===== config.mk =====
export PLATFORM = sky130hd
export DESIGN_NAME = pnq_top
export DESIGN_NICKNAME = d
export VERILOG_FILES = /design/src/rtl/pnq_pkg.sv /design/src/rtl/pnq_fifo.sv /design/src/rtl/pnq_status.sv /design/src/rtl/pnq_top.sv
export SDC_FILE = /design/constraint.sdc
export NUM_CORES = 1
export LEC_CHECK = 0
export BUFFER_PORTS_ARGS = -buffer_cell sky130_fd_sc_hd__buf_2
export CAP_MARGIN = 25
export CORE_MARGIN = 3
export CORE_UTILIZATION = 32
export DETAILED_ROUTE_END_ITERATION = 8
export GPL_TIMING_DRIVEN = 0
export RECOVER_POWER = 100
export SLEW_MARGIN = 20
export SYNTH_ARGS = -nofsm -noshare
export SYNTH_HDL_FRONTEND = slang
export SYNTH_SLANG_ARGS = --single-unit

===== constraint.sdc =====
create_clock -name clk_i -period 6.86 [get_ports clk_i]
set_input_delay 1.372 -clock clk_i [delete_from_list [all_inputs] [get_ports clk_i]]
set_output_delay 1.372 -clock clk_i [all_outputs]
set_load 0.01 [all_outputs]

===== src/rtl/pnq_pkg.sv =====
package pnq_pkg;
  localparam int unsigned PKT_W  = 6;
  localparam int unsigned DEPTH  = 4;
  localparam int unsigned STAT_W = 16;
  localparam int unsigned NQ     = 2;
  localparam int unsigned Q_RX   = 0;
  localparam int unsigned Q_TX   = 1;
  localparam int unsigned CMD_W  = 4;
  // status word field positions (decoded by software)
  localparam int unsigned TX_HEAD_LSB = 0;
  localparam int unsigned TX_EMPTY    = 7;
  localparam int unsigned RX_HEAD_LSB = 8;
  localparam int unsigned RX_EMPTY    = 15;
  // command codes that remove the receive head
  localparam logic [CMD_W-1:0] CMD_RX_POP_A = 4'd3;
  localparam logic [CMD_W-1:0] CMD_RX_POP_B = 4'd4;
endpackage


===== src/rtl/pnq_fifo.sv =====
module pnq_fifo #(
  parameter int unsigned W = 6,
  parameter int unsigned D = 4
) (
  input  logic         clk_i,
  input  logic         rst_ni,
  input  logic         push_i,
  input  logic [W-1:0] data_i,
  input  logic         pop_i,
  output logic [W-1:0] head_o,
  output logic         empty_o,
  output logic         ovf_o
);
  localparam int unsigned PTR_W = (D > 1) ? $clog2(D) : 1;
  localparam int unsigned CNT_W = $clog2(D + 1);
  localparam logic [PTR_W-1:0] LAST = PTR_W'(D - 1);
  localparam logic [CNT_W-1:0] FULL = CNT_W'(D);

  logic [W-1:0]     mem_q [D];
  logic [PTR_W-1:0] rd_q, wr_q;
  logic [CNT_W-1:0] cnt_q;
  logic             ovf_q;
  logic             do_pop, do_push;

  assign do_pop  = pop_i && (cnt_q != '0);
  assign do_push = push_i && ((cnt_q != FULL) || do_pop);

  always_ff @(posedge clk_i or negedge rst_ni) begin
    if (!rst_ni) begin
      for (int i = 0; i < int'(D); i++) mem_q[i] <= '0;
      rd_q  <= '0;
      wr_q  <= '0;
      cnt_q <= '0;
      ovf_q <= 1'b0;
    end else begin
      if (do_push) begin
        mem_q[wr_q] <= data_i;
        wr_q        <= (wr_q == LAST) ? '0 : wr_q + 1'b1;
      end
      if (do_pop) rd_q <= (rd_q == LAST) ? '0 : rd_q + 1'b1;
      if (do_push && !do_pop)      cnt_q <= cnt_q + 1'b1;
      else if (do_pop && !do_push) cnt_q <= cnt_q - 1'b1;
      if (push_i && !do_push) ovf_q <= 1'b1;
    end
  end

  assign empty_o = (cnt_q == '0);
  assign head_o  = empty_o ? '0 : mem_q[rd_q];
  assign ovf_o   = ovf_q;
endmodule


===== src/rtl/pnq_status.sv =====
module pnq_status
  import pnq_pkg::*;
(
  input  logic [PKT_W-1:0]  rx_head_i,
  input  logic              rx_empty_i,
  input  logic [PKT_W-1:0]  tx_head_i,
  input  logic              tx_empty_i,
  output logic [STAT_W-1:0] status_o
);
  always_comb begin
    status_o = '0;
    status_o[TX_HEAD_LSB +: PKT_W] = tx_head_i;
    status_o[TX_EMPTY]             = tx_empty_i;
    status_o[RX_HEAD_LSB +: PKT_W] = rx_head_i;
    status_o[RX_EMPTY]             = rx_empty_i;
  end
endmodule


===== src/rtl/pnq_top.sv =====
module pnq_top
  import pnq_pkg::*;
(
  input  logic              clk_i,
  input  logic              rst_ni,
  input  logic              rx_push_i,
  input  logic [PKT_W-1:0]  rx_pkt_i,
  input  logic              tx_push_i,
  input  logic [PKT_W-1:0]  tx_pkt_i,
  input  logic              cmd_valid_i,
  input  logic [CMD_W-1:0]  cmd_code_i,
  input  logic              tx_ack_i,
  output logic [STAT_W-1:0] status_o,
  output logic              rx_int_o,
  output logic              tx_int_o,
  output logic              rx_ovf_o,
  output logic              tx_ovf_o
);
  logic             push [NQ];
  logic             pop  [NQ];
  logic [PKT_W-1:0] din  [NQ];
  logic [PKT_W-1:0] head [NQ];
  logic             empty[NQ];
  logic             ovf  [NQ];

  assign push[Q_RX] = rx_push_i;
  assign din[Q_RX]  = rx_pkt_i;
  assign pop[Q_RX]  = cmd_valid_i &&
                      ((cmd_code_i == CMD_RX_POP_A) || (cmd_code_i == CMD_RX_POP_B));
  assign push[Q_TX] = tx_push_i;
  assign din[Q_TX]  = tx_pkt_i;
  assign pop[Q_TX]  = tx_ack_i;

  for (genvar q = 0; q < int'(NQ); q++) begin : g_q
    pnq_fifo #(.W(PKT_W), .D(DEPTH)) u_fifo (
      .clk_i   (clk_i),
      .rst_ni  (rst_ni),
      .push_i  (push[q]),
      .data_i  (din[q]),
      .pop_i   (pop[q]),
      .head_o  (head[q]),
      .empty_o (empty[q]),
      .ovf_o   (ovf[q])
    );
  end

  pnq_status u_status (
    .rx_head_i  (head[Q_RX]),
    .rx_empty_i (empty[Q_RX]),
    .tx_head_i  (head[Q_TX]),
    .tx_empty_i (empty[Q_TX]),
    .status_o   (status_o)
  );

  assign rx_int_o = !empty[Q_RX];
  assign tx_int_o = !empty[Q_TX];
  assign rx_ovf_o = ovf[Q_RX];
  assign tx_ovf_o = ovf[Q_TX];
endmodule


Yosys cells after proc, flatten, opt, wreduce, memory -nomap -nowiden --
Index checks and enable logic that the tools add are counted.
Storage, ports and cells: flip-flop bits (word level) 64, memories kept 0, output and inout port bits 20, latch bits 0, memory bits (writable) 0, input port bits 22, memory bits (read-only) 0
Operators by class: $mul 0, muxes and demuxes 22, reductions and logical operators 28, $lt $le $gt $ge 6, shift-type cells 0, $add $sub $neg 8, equal/unequal tests 8, bitwise logic cells 4, div/mod/pow operators 0
Operators with widths (number):
- 24-bit bitwise mux | 2
- 6-bit two-way mux | 8
- 6-bit binary-select mux with 2-bit select | 2
- 6-bit demux with 2-bit select | 2
- 1-bit logical AND | 13
- 3-bit >= comparator (second input constant) | 4
- 3-bit two-way mux | 4
- 2-bit inverter with 3-bit output | 4
- 2-bit by 1-bit adder with 2-bit output (second input constant) | 4
- 2-bit equality test (second input constant) | 4
- 2-bit two-way mux | 4
- 3-bit by 1-bit adder with 3-bit output (second input constant) | 2
- 1-bit logical NOT | 6
- 3-bit logical NOT | 2
- 3-bit by 1-bit < comparator with 1-bit output (second input constant) | 2
- 3-bit != test (second input constant) | 2
- 3-bit nonzero test | 2
- 3-bit by 1-bit subtractor with 3-bit output (second input constant) | 2
- 4-bit by 2-bit equality test with 1-bit output (second input constant) | 1
- 4-bit by 3-bit equality test with 1-bit output (second input constant) | 1
- 2-bit nonzero test | 2
- 1-bit logical OR | 3

Depth between registers and ports, before layout --
Gate-level depths: netlist of run 1.
depth after elaboration 10, gate-level depth with buffers 10, mapped depth without buffers 9

By module --
Synthesis of run 1 repeated with hierarchy kept, for this count alone.
Second synthesis, totals: cells, all modules 231, area total of the unflattened synthesis 3246.9 µm²
Modules (own cells, without submodules):
- pnq_fifo | instances 2, area each 1544.0 µm², sequential area each 800.8 µm², cells each 104
- pnq_status | instances 1, area each 123.9 µm², sequential area each 0.0 µm², cells each 17
- pnq_top | instances 1, area each 35.0 µm², sequential area each 0.0 µm², cells each 6

Worst setup path before layout of run 1 --
OpenSTA, ideal clock, no wires.
path kind input to register, start in cmd_code_i[1], end reg g_q[0].u_fifo.cnt_q[2], arrival 3.189 ns, slack 3.592 ns, library setup time 0.079 ns, data required time 6.781 ns, stages 9, path buffers 0, cell sequence nor3b_1 -> o2111ai_4 -> a21boi_4 -> ha_1 -> inv_1 -> fa_1 -> xor2_1 -> nor2_1 -> xor2_1
On the way: cells in the longest elaborated chain, start to end 9, elaborated cells between the ends (all ways) 13, those cells by class 2 x eq/ne; 1 x mux; 10 x reduce/logical
RTL lines:
- start, declared | RTL line pnq_top.sv:11 | input logic [CMD_W-1:0] cmd_code_i,
- 4-bit by 2-bit equality test with 1-bit output / 4-bit by 3-bit equality test with 1-bit output (equally long branches) | RTL line pnq_top.sv:29 | ((cmd_code_i == CMD_RX_POP_A) || (cmd_code_i == CMD_RX_POP_B));
- 1-bit logical OR (*) | RTL line pnq_top.sv:29
- 1-bit logical AND (*) | RTL line pnq_top.sv:28 | assign pop[Q_RX] = cmd_valid_i &&
- 1-bit logical AND (*) | RTL line pnq_fifo.sv:25 | assign do_pop = pop_i && (cnt_q != '0);
- 1-bit logical OR (*) | RTL line pnq_fifo.sv:26 | assign do_push = push_i && ((cnt_q != FULL) || do_pop);
- 1-bit logical AND (*) | RTL line pnq_fifo.sv:26
- via g_q[0].u_fifo.do_push | RTL line pnq_fifo.sv:23 | logic do_pop, do_push;
- 1-bit logical NOT | RTL line pnq_fifo.sv:42 | else if (do_pop && !do_push) cnt_q <= cnt_q - 1'b1;
- 1-bit logical AND | RTL line pnq_fifo.sv:42
- 2-bit nonzero test (no line)
- end signal, assigned | RTL line pnq_fifo.sv:41 | if (do_push && !do_pop) cnt_q <= cnt_q + 1'b1;
- end signal, assigned | RTL line pnq_fifo.sv:42
- end, declared | RTL line pnq_fifo.sv:21 | logic [CNT_W-1:0] cnt_q;
Mark *: on every way through the listed nets, which the timed path passes. The rest lies on a longest branch. A chain may end at the register's enable or synchronous reset.

==> out/summary.txt, run 1 <==
Yosys reg bits -> 64
Synth area leader -> dfrtp_1
Crit path depth -> 2
Slowest CP cell -> clkbuf_1
R2R Setup Slk -> 3.72 ns
GR Util All Layers -> 11.1%
HP Class -> reg2reg
F_max -> 0.251 GHz
Die X -> 106 um
Root buf cell -> clkbuf_8
Setup TNS -> 0 ns
Fin cells -> 405
DP Worst Slack -> 3.27 ns
# placed instances -> 390
Die height -> 106 um
Slew @ Worst Pin -> 2.31 ns
Total Power -> 1.78 mW
Initial Util -> 33.7%
Leading cell type in the layout, fill and taps excluded -> dfrtp_1
Synth top area cells -> dfrtp_1 (50%), mux2_2 (17%), mux4_2 (8.4%), ha_1 (4.7%), mux2_1 (2.1%)
Crit Reg-Reg Endpoint -> g_q[0].u_fifo.cnt_q[2]
Core Box Area -> 9500 sq um
Max Transition Viols Final -> 45
Area growth from synthesis to layout -> 14.4%
CTS tree -> built
RD Place Congestion -> 0.714
Synth Instances -> 220
Mapped Area -> 3210 sq um
Slew Limit Headroom -> -54.0%
Routed len/inst -> 14.0 um
Global-route wire length before repair -> 9.72 mm
Most frequent cells in the layout -> dfrtp_1 (64), mux2_2 (48), buf_2 (26)
Unrepaired setup endpoints after global routing -> no
Post-route ant nets -> 0
Final setup viols -> 0
Sequential share of the synthesized area -> 50.0%
Number of remaining DRC errors -> 0
Vias in the first global route -> 1944
Pre-antenna DRT Iters -> 4
Tcrit/Tclk final -> 58.1%
Cell Chain, Critical Path -> clkbuf_1 -> clkbuf_1
Total wire length after detailed routing -> 5.68 mm
Number of nets in the layout -> 308
I/O pin count -> 42
Setup bufs post-CTS -> 0
Hold-fix buffers, CTS -> 0
Fin crit period -> 3.99 ns
Crit path launch type -> input port
Inserted Clock Buffers -> 9
Clock Tree Buf Depth -> 2
Worst setup path startpoint -> rst_ni
CP max stage delay -> 1.72 ns
PD cells -> 484 nW/um^2
Number of core rows -> 35
Failing checks -> max-capacitance violations, max-slew violations
CTS resizes -> 0
Num Clock Sinks -> 64
Max FO, Critical Path -> 44
Status -> finished, violations left
Multi-input combinational cell area -> 1420 sq um
Crit Path Category -> in2async
VDD IR-drop max -> 0.206 mV
Syn Area/Cell -> 14.6 sq um
Final hold violations -> 0
Arrival @ worst endpoint -> 3.95 ns
Reg area -> 1600 sq um
Largest net degree at the start of global routing -> 45
Buf/Inv on CP -> 2
Maxcap violations -> 1
Crit path max-delay family -> buffers and inverters
Leak -> 1.61 nW
Distinct cell type count after synthesis -> 33
Initial DRC count -> 65
ANT cells -> 0
R2R depth -> 10
Layout cells sized above 1 -> 41.3%
Worst-Skew Late Latency -> 0.33 ns
Detail-routed via count per cell -> 4.51
H-tree lvl count -> 3
R2R Path Start -> g_q[0].u_fifo.cnt_q[0]
Data required, critical path -> 6.82 ns
Critical Path Most Common Cell -> clkbuf_1
CP Capture Point -> g_q[1].u_fifo.mem_q[13]
Initial antenna violation count -> 0
Top cell type's share of synthesized area -> 50.0%
Clock slew at reported path FFs -> 0.07 ns
Full die area -> 11300 sq um
Dpl hpwl -> 4.04 mm
Fin worst setup slack -> 2.87 ns
FILL cells -> 944
Final clock skew -> 0.00621 ns
Setup crit end kind -> async pin
DR vias -> 1828
Ys Warns -> 0
IO buf count -> 39
GRT overflow -> 0
power breakdown:
part           leakage, nW  switching (mW)  total, mW  internal [mW]
Sequential           0.756           0.110      0.683          0.573
Clock                0.108           0.135      0.330          0.194
Combinational        0.747           0.327      0.763          0.437
layer usage:
metal / share of wire [%] / global-route usage [%]
met3: 4.8 / 3.46
met1: 45 / 13.8
met2: 48 / 18.0
met4: 1.4 / 4.72
met5: 0 / 0
Yosys cell counts:
| cell type | n |
|---|---|
| buf_2 | 4 |
| a21o_1 | 2 |
| and3b_1 | 1 |
| nor3_1 | 2 |
| nor3b_4 | 1 |
| buf_6 | 1 |
| o2111ai_4 | 1 |
| fa_1 | 2 |
| mux2_1 | 6 |
| nor2_1 | 4 |
| buf_4 | 4 |
| inv_1 | 9 |
| nand2_1 | 10 |
| conb_1 | 1 |
| or3_1 | 2 |
| a21boi_4 | 1 |
| and2_1 | 7 |
| nor4b_2 | 1 |
| and2_2 | 6 |
| buf_1 | 2 |
| a31o_2 | 1 |
| clkbuf_1 | 1 |
| dfrtp_1 | 64 |
| mux2_2 | 48 |
| nor2b_1 | 1 |
| xor2_1 | 4 |
| a21o_2 | 1 |
| ha_1 | 12 |
| mux4_2 | 12 |
| nor3b_1 | 1 |
| xnor2_1 | 2 |
| o21ai_0 | 2 |
| a21oi_4 | 4 |
worst min path at each step:
stage / startpoint / end / slack [ns] / cells past startpoint
after global placement: g_q[1].u_fifo.ovf_o / g_q[1].u_fifo.ovf_o / 0.44 / 1
after detailed placement: g_q[1].u_fifo.ovf_o / g_q[1].u_fifo.ovf_o / 0.45 / 1
final: g_q[1].u_fifo.ovf_o / g_q[1].u_fifo.ovf_o / 0.46 / 1
after floorplan: g_q[1].u_fifo.cnt_q[2] / g_q[1].u_fifo.cnt_q[2] / 0.45 / 1
after global routing: g_q[1].u_fifo.ovf_o / g_q[1].u_fifo.ovf_o / 0.48 / 1
after CTS: g_q[1].u_fifo.ovf_o / g_q[1].u_fifo.ovf_o / 0.46 / 1
layout make-up:
| type | instances | share of cell area, % |
|---|---|---|
| Buffer | 12 | 1.64 |
| Inverter | 9 | 0.922 |
| Timing Repair Buffer | 40 | 4.98 |
| Tap cell | 129 | 4.40 |
| Multi-Input combinational cell | 136 | 38.8 |
| Clock inverter | 3 | 1.09 |
| Sequential cell | 64 | 43.7 |
| Clock buffer | 12 | 4.51 |
worst reg2reg max path, stage by stage (launching register included):
cell,delay [ns]
dfrtp_1,0.47
or3_1,0.14
clkbuf_1,0.29
o2111ai_1,0.49
a21boi_0,0.54
ha_1,0.27
inv_1,0.07
fa_1,0.37
xor2_1,0.15
nor2_1,0.12
xor2_1,0.15
sequential cells by signal (all words and copies together) (netlist names):
register and cells:
g_q.u_fifo.ovf_o 2, g_q.u_fifo.wr_q 4, g_q.u_fifo.cnt_q 6, g_q.u_fifo.rd_q 4, g_q.u_fifo.mem_q 48
cells by family (layout without fill, tap and decap cells):
group	count (synthesis)	in the layout	synth area share, %
flip-flops	64	64	50.0
multiplexers	66	66	27.4
adder cells (fa/ha/maj)	14	14	5.93
buffers and inverters	21	76	3.32
AO/OA/AOI/OAI	12	12	4.76
XOR/XNOR	6	6	1.64
other	1	2	0.117
AND/OR/NAND/NOR	36	36	6.87
through the flow:
stage / area (sq um) / util, % / hold slack [ns]
3_3_place_gp: 3570 / 37.5 / 0.439
5_1_grt: 3670 / 38.6 / 0.477
4_1_cts: 3800 / 40.0 / 0.465
2_1_floorplan: 3210 / - / 0.447
6_report: 3670 / 38.6 / 0.460
3_5_place_dp: 3600 / 37.8 / 0.449
(Power assumes the default switching activity.)
==> run 2: changes to the inputs <==
==> constraint.sdc (replaced) <==
create_clock -name clk_i -period 3.85 [get_ports clk_i]
set_input_delay 0.77 -clock clk_i [delete_from_list [all_inputs] [get_ports clk_i]]
set_output_delay 0.77 -clock clk_i [all_outputs]
set_load 0.01 [all_outputs]
==> run 2 against run 1 <==
Effect of this change: non-clock buffer count did not move; cell count is the same; the run now ends clean; largest cell class unchanged; critical path depth increased by 2; sequential cell count is the same; largest power group unchanged; routed wire length is 0.48% higher.
==> out/summary.txt, run 2 (same netlist as run 1, synthesis figures left out) <==
Unrepaired setup endpoints after global routing -> no
R2R Path Start -> g_q[0].u_fifo.cnt_q[0]
Cell Chain, Critical Path -> clkbuf_1 -> mux4_2 -> and2_0 -> buf_2
Data required, critical path -> 3.08 ns
Setup bufs post-CTS -> 0
Area growth from synthesis to layout -> 16.0%
GR Util All Layers -> 11.1%
Dpl hpwl -> 4.04 mm
Fin crit period -> 2.87 ns
CP max stage delay -> 0.57 ns
Fin Hold WS -> 0.460 ns
Slew @ Worst Pin -> 1.31 ns
Setup crit end kind -> primary output
I/O pin count -> 42
Initial antenna violation count -> 0
Crit path max-delay family -> buffers and inverters
R2R depth -> 10
CTS resizes -> 0
H-tree lvl count -> 3
Largest net degree at the start of global routing -> 45
GRT overflow -> 0
DP Worst Slack -> 0.862 ns
Layout cells sized above 1 -> 42.0%
CTS tree -> built
Global-route wire length before repair -> 9.72 mm
Most frequent cells in the layout -> dfrtp_1 (64), mux2_2 (48), buf_2 (25)
Reg with most FFs -> g_q.u_fifo.mem_q
Buf/Inv on CP -> 2
R2R Setup Slk -> 1.19 ns
Crit path launch type -> register
Number of nets in the layout -> 308
Max FFs per register -> 48
Hold path startpoint -> g_q[1].u_fifo.ovf_o
Core Box Area -> 9500 sq um
RD Place Congestion -> 0.714
Final setup viols -> 0
Clock Tree Buf Depth -> 2
Post-route ant nets -> 0
# placed instances -> 390
Detail-routed via count per cell -> 4.54
DR vias -> 1837
Max Transition Viols Final -> 0
HP Class -> reg2reg
Inserted Clock Buffers -> 9
Leak -> 1.63 nW
Fin cells -> 405
Initial DRC count -> 62
Maxcap violations -> 0
PD cells -> 855 nW/um^2
Crit Path Category -> reg2out
Leading cell type in the layout, fill and taps excluded -> dfrtp_1
Num Clock Sinks -> 64
Max FO, Critical Path -> 8
Largest regs -> g_q.u_fifo.mem_q x48, g_q.u_fifo.cnt_q x6
Slowest CP cell -> mux4_2
ANT cells -> 0
Vias in the first global route -> 1944
Hold depth -> 1
Die X -> 106 um
IO buf count -> 39
Setup TNS -> 0 ns
VDD IR-drop max -> 0.368 mV
Initial Util -> 33.7%
FILL cells -> 938
Slew Limit Headroom -> 12.8%
Fin worst setup slack -> 0.976 ns
Worst Hold Endpoint -> g_q[1].u_fifo.ovf_o
Total wire length after detailed routing -> 5.70 mm
F_max -> 0.348 GHz
Routed len/inst -> 14.1 um
Worst-Skew Late Latency -> 0.33 ns
Pre-antenna DRT Iters -> 4
Root buf cell -> clkbuf_8
Arrival @ worst endpoint -> 2.10 ns
Clock slew at reported path FFs -> 0.07 ns
Number of remaining DRC errors -> 0
Crit Reg-Reg Endpoint -> g_q[0].u_fifo.cnt_q[2]
Final hold violations -> 0
Status -> finished, final reports clean
Die height -> 106 um
Final clock skew -> 0.00704 ns
Number of core rows -> 35
Full die area -> 11300 sq um
Total Power -> 3.18 mW
Tcrit/Tclk final -> 74.7%
Hold-fix buffers, CTS -> 0
-- run 2: how the worst max path moves through the flow --
stage / end / startpoint / slack (ns) / depth (start not counted)
4_1_cts: status_o[0] / g_q[1].u_fifo.rd_q[0] / 1.21 / 4
6_report: status_o[5] / g_q[1].u_fifo.rd_q[0] / 0.98 / 4
5_1_grt: status_o[0] / g_q[1].u_fifo.rd_q[0] / 0.84 / 4
3_5_place_dp: g_q[0].u_fifo.cnt_q[2] / cmd_code_i[1] / 0.86 / 10
2_1_floorplan: g_q[0].u_fifo.cnt_q[2] / cmd_code_i[1] / 1.18 / 9
3_3_place_gp: g_q[0].u_fifo.cnt_q[2] / cmd_code_i[1] / 0.92 / 10
-- run 2: layout make-up --
class	count	area [sq um]	share of cell area, %
Clock inverter	3	40.0	1.08
Tap cell	129	161	4.34
Buffer	12	60.1	1.62
Inverter	9	33.8	0.909
Timing Repair Buffer	40	205	5.52
Clock buffer	12	165	4.44
Multi-Input combinational cell	136	1450	39.0
Sequential cell	64	1600	43.1
-- run 2: power by group --
part,switching (mW),leakage (nW),internal (mW)
Clock,0.243,0.108,0.346
Combinational,0.590,0.764,0.784
Sequential,0.196,0.756,1.02
Total,1.03,1.63,2.15
-- run 2: through the flow --
| step | area [sq um] | utilization (%) |
|---|---|---|
| after floorplan | 3210 | - |
| after global placement | 3570 | 37.5 |
| after detailed placement | 3600 | 37.8 |
| after CTS | 3800 | 40.0 |
| after global routing | 3720 | 39.1 |
| final | 3720 | 39.1 |
-- run 2: metal layers --
metal	track usage, %	routed length, um	vias up
met1	13.8	2600	911
met2	18.0	2740	45
met3	3.46	278	8
li1	-	-	873
met5	0	0	-
met4	4.72	83	0
==> run 3: changes to the inputs <==
==> constraint.sdc (replaced) <==
create_clock -name clk_i -period 2.4 [get_ports clk_i]
set_input_delay 0.48 -clock clk_i [delete_from_list [all_inputs] [get_ports clk_i]]
set_output_delay 0.48 -clock clk_i [all_outputs]
set_load 0.01 [all_outputs]
==> run 3 against run 2 <==
Effect of this change: critical path depth unchanged; sequential share of layout area fell by 0.44 points; setup slack lost 0.88 ns; worst hold slack worse by 0.10 ns; combinational power rose by 65%; sequential power is 61% higher; highest routed layer unchanged; routed wire length grew 0.26%; global-route usage is essentially flat; critical endpoint is now status_o[12]; final area increased by 1.1%.
==> out/summary.txt, run 3 (same netlist as run 1, synthesis figures left out) <==
Status -> finished, final reports clean
Slew @ Worst Pin -> 1.31 ns
Reg with most FFs -> g_q.u_fifo.mem_q
ANT cells -> 0
Die height -> 106 um
Highest routed metal layer -> met4
Setup TNS -> 0 ns
I/O pin count -> 42
Pre-antenna DRT Iters -> 4
Routed len/inst -> 14.1 um
Final hold violations -> 0
Layout cells sized above 1 -> 47.5%
Final clock skew -> 0.00656 ns
Slew Limit Headroom -> 12.8%
Net load switching power -> 1.66 mW
Tcrit/Tclk final -> 95.9%
Crit path launch type -> register
Fin worst setup slack -> 0.0992 ns
R2R Path Start -> g_q[0].u_fifo.cnt_q[1]
Number of core rows -> 35
Fin Hold WS -> 0.356 ns
Data required, critical path -> 1.92 ns
RD Place Congestion -> 0.714
Switching share of power -> 32.1%
Clock Power Share -> 18.3%
Maxcap violations -> 0
Area growth from synthesis to layout -> 17.3%
Root buf cell -> clkbuf_8
Clock Tree Buf Depth -> 2
Post-route ant nets -> 0
Cell Chain, Critical Path -> buf_2 -> mux4_2 -> and2_2 -> buf_2
Num Clock Sinks -> 64
PD cells -> 1370 nW/um^2
Full die area -> 11300 sq um
Hold-fix buffers, CTS -> 0
Total wire length after detailed routing -> 5.72 mm
Worst-Skew Late Latency -> 0.33 ns
Clock slew at reported path FFs -> 0.07 ns
CP Capture Point -> status_o[12]
Crit Reg-Reg Endpoint -> g_q[0].u_fifo.cnt_q[1]
H-tree lvl count -> 3
Vias in the first global route -> 1938
VDD IR-drop max -> 0.577 mV
Largest net degree at the start of global routing -> 45
Most frequent cells in the layout -> dfrtp_1 (63), mux2_2 (48), buf_2 (28)
Global-route wire length before repair -> 9.76 mm
R2R depth -> 8
Initial antenna violation count -> 0
Initial DRC count -> 71
Critical Path Most Common Cell -> buf_2
Setup crit end kind -> primary output
Leading cell type in the layout, fill and taps excluded -> dfrtp_1
Met1 WL -> 2.62 mm
GRT overflow -> 0
Comb power frac -> 43.8%
GR Util All Layers -> 11.2%
R2R Setup Slk -> 0.1 ns
Crit Path Category -> reg2out
F_max -> 0.435 GHz
HP Class -> in2reg
Largest regs -> g_q.u_fifo.mem_q x48, g_q.u_fifo.cnt_q x6
Fin crit period -> 2.30 ns
Core Box Area -> 9500 sq um
Metal2 WL -> 2.73 mm
IO buf count -> 39
Internal cell power -> 3.50 mW
Total Power -> 5.16 mW
Final Util -> 39.6%
Max Transition Viols Final -> 0
Die X -> 106 um
Final setup viols -> 0
Arrival @ worst endpoint -> 1.82 ns
Worst setup path startpoint -> g_q[0].u_fifo.rd_q[0]
DR vias -> 1833
Leak -> 1.66 nW
Number of remaining DRC errors -> 0
Slowest CP cell -> mux4_2
Dpl hpwl -> 4.04 mm
FILL cells -> 940
Crit path max-delay family -> multiplexers
DP Worst Slack -> -0.298 ns
Buf/Inv on CP -> 2
Inserted Clock Buffers -> 9
Unrepaired setup endpoints after global routing -> no
Crit path depth -> 4
CP max stage delay -> 0.54 ns
Detail-routed via count per cell -> 4.53
Routed met3 length -> 286 um
Initial Util -> 33.7%
Max FFs per register -> 48
CTS tree -> built
Sequential power share -> 37.9%
Max FO, Critical Path -> 8
Number of nets in the layout -> 308
==> run 3: changes by cell type in the layout (fill, tap and decap cells not counted), moves of 3 or more <==
cell      previous run  this run
clkbuf_1            20        10
buf_2               25        28
a21oi_2              0         3
a21oi_1              4         1
clkbuf_2             0         4
==> run 3: layout make-up <==
| cell class | instances | area (sq um) | area share (%) |
|---|---|---|---|
| buffer | 11 | 68.8 | 1.83 |
| clock buffer | 12 | 165 | 4.39 |
| clock inverter | 3 | 40.0 | 1.07 |
| inverter | 9 | 33.8 | 0.899 |
| multi-input combinational | 136 | 1470 | 39.0 |
| sequential | 64 | 1600 | 42.6 |
| tap | 129 | 161 | 4.29 |
| timing repair buffer | 41 | 220 | 5.86 |
==> run 3: worst register-to-register path, delay by kind of cell (launching register included) <==
family	cells	cell delay, ns
buffers and inverters	2	0.23
AND/OR/NAND/NOR	1	0.40
AO/OA/AOI/OAI	2	0.19
flip-flops	1	0.44
adder cells (fa/ha/maj)	2	0.65
multiplexers	1	0.27
==> run 3: how the worst min path moves through the flow <==
stage                                   start                 endpoint  slack, ns  depth (start not counted)
after global placement    g_q[1].u_fifo.ovf_o      g_q[1].u_fifo.ovf_o       0.44                          1
after detailed placement               rst_ni  g_q[0].u_fifo.mem_q[23]       0.40                          1
after CTS                              rst_ni  g_q[0].u_fifo.mem_q[21]       0.03                          1
final                               tx_push_i      g_q[1].u_fifo.ovf_o       0.36                          2
after global routing                tx_push_i      g_q[1].u_fifo.ovf_o       0.35                          2
after floorplan                        rst_ni   g_q[0].u_fifo.cnt_q[0]       0.18                          0
==> run 3: power groups by stage <==
stage	clock, mW	combinational [mW]	sequential [mW]
after detailed placement	0	2.35	1.98
after floorplan	0	1.77	1.89
after global placement	0	2.29	1.95
after global routing	1.04	2.49	2.05
after CTS	0.988	2.36	1.96
final	0.944	2.26	1.96
==> run 3: what timing repair did <==
action                     CTS  global route
cloned                       0             0
setup buffers                1             0
pin swaps                    0             0
setup endpoints to repair    3             7
gates resized for setup      0             3
==> run 3: metrics by stage <==
stage	instance area [sq um]	std cells
CTS	3800	405
floorplan	3210	221
global placement	3570	389
global route	3760	405
detailed placement	3600	390
finish	3760	405
==> run 3: layer usage <==
layer  up-vias  GRT usage (%)
li1        869              -
met1       909           13.9
met2        47           17.9
met3         8           3.46
met4         0           4.72
met5         -              0
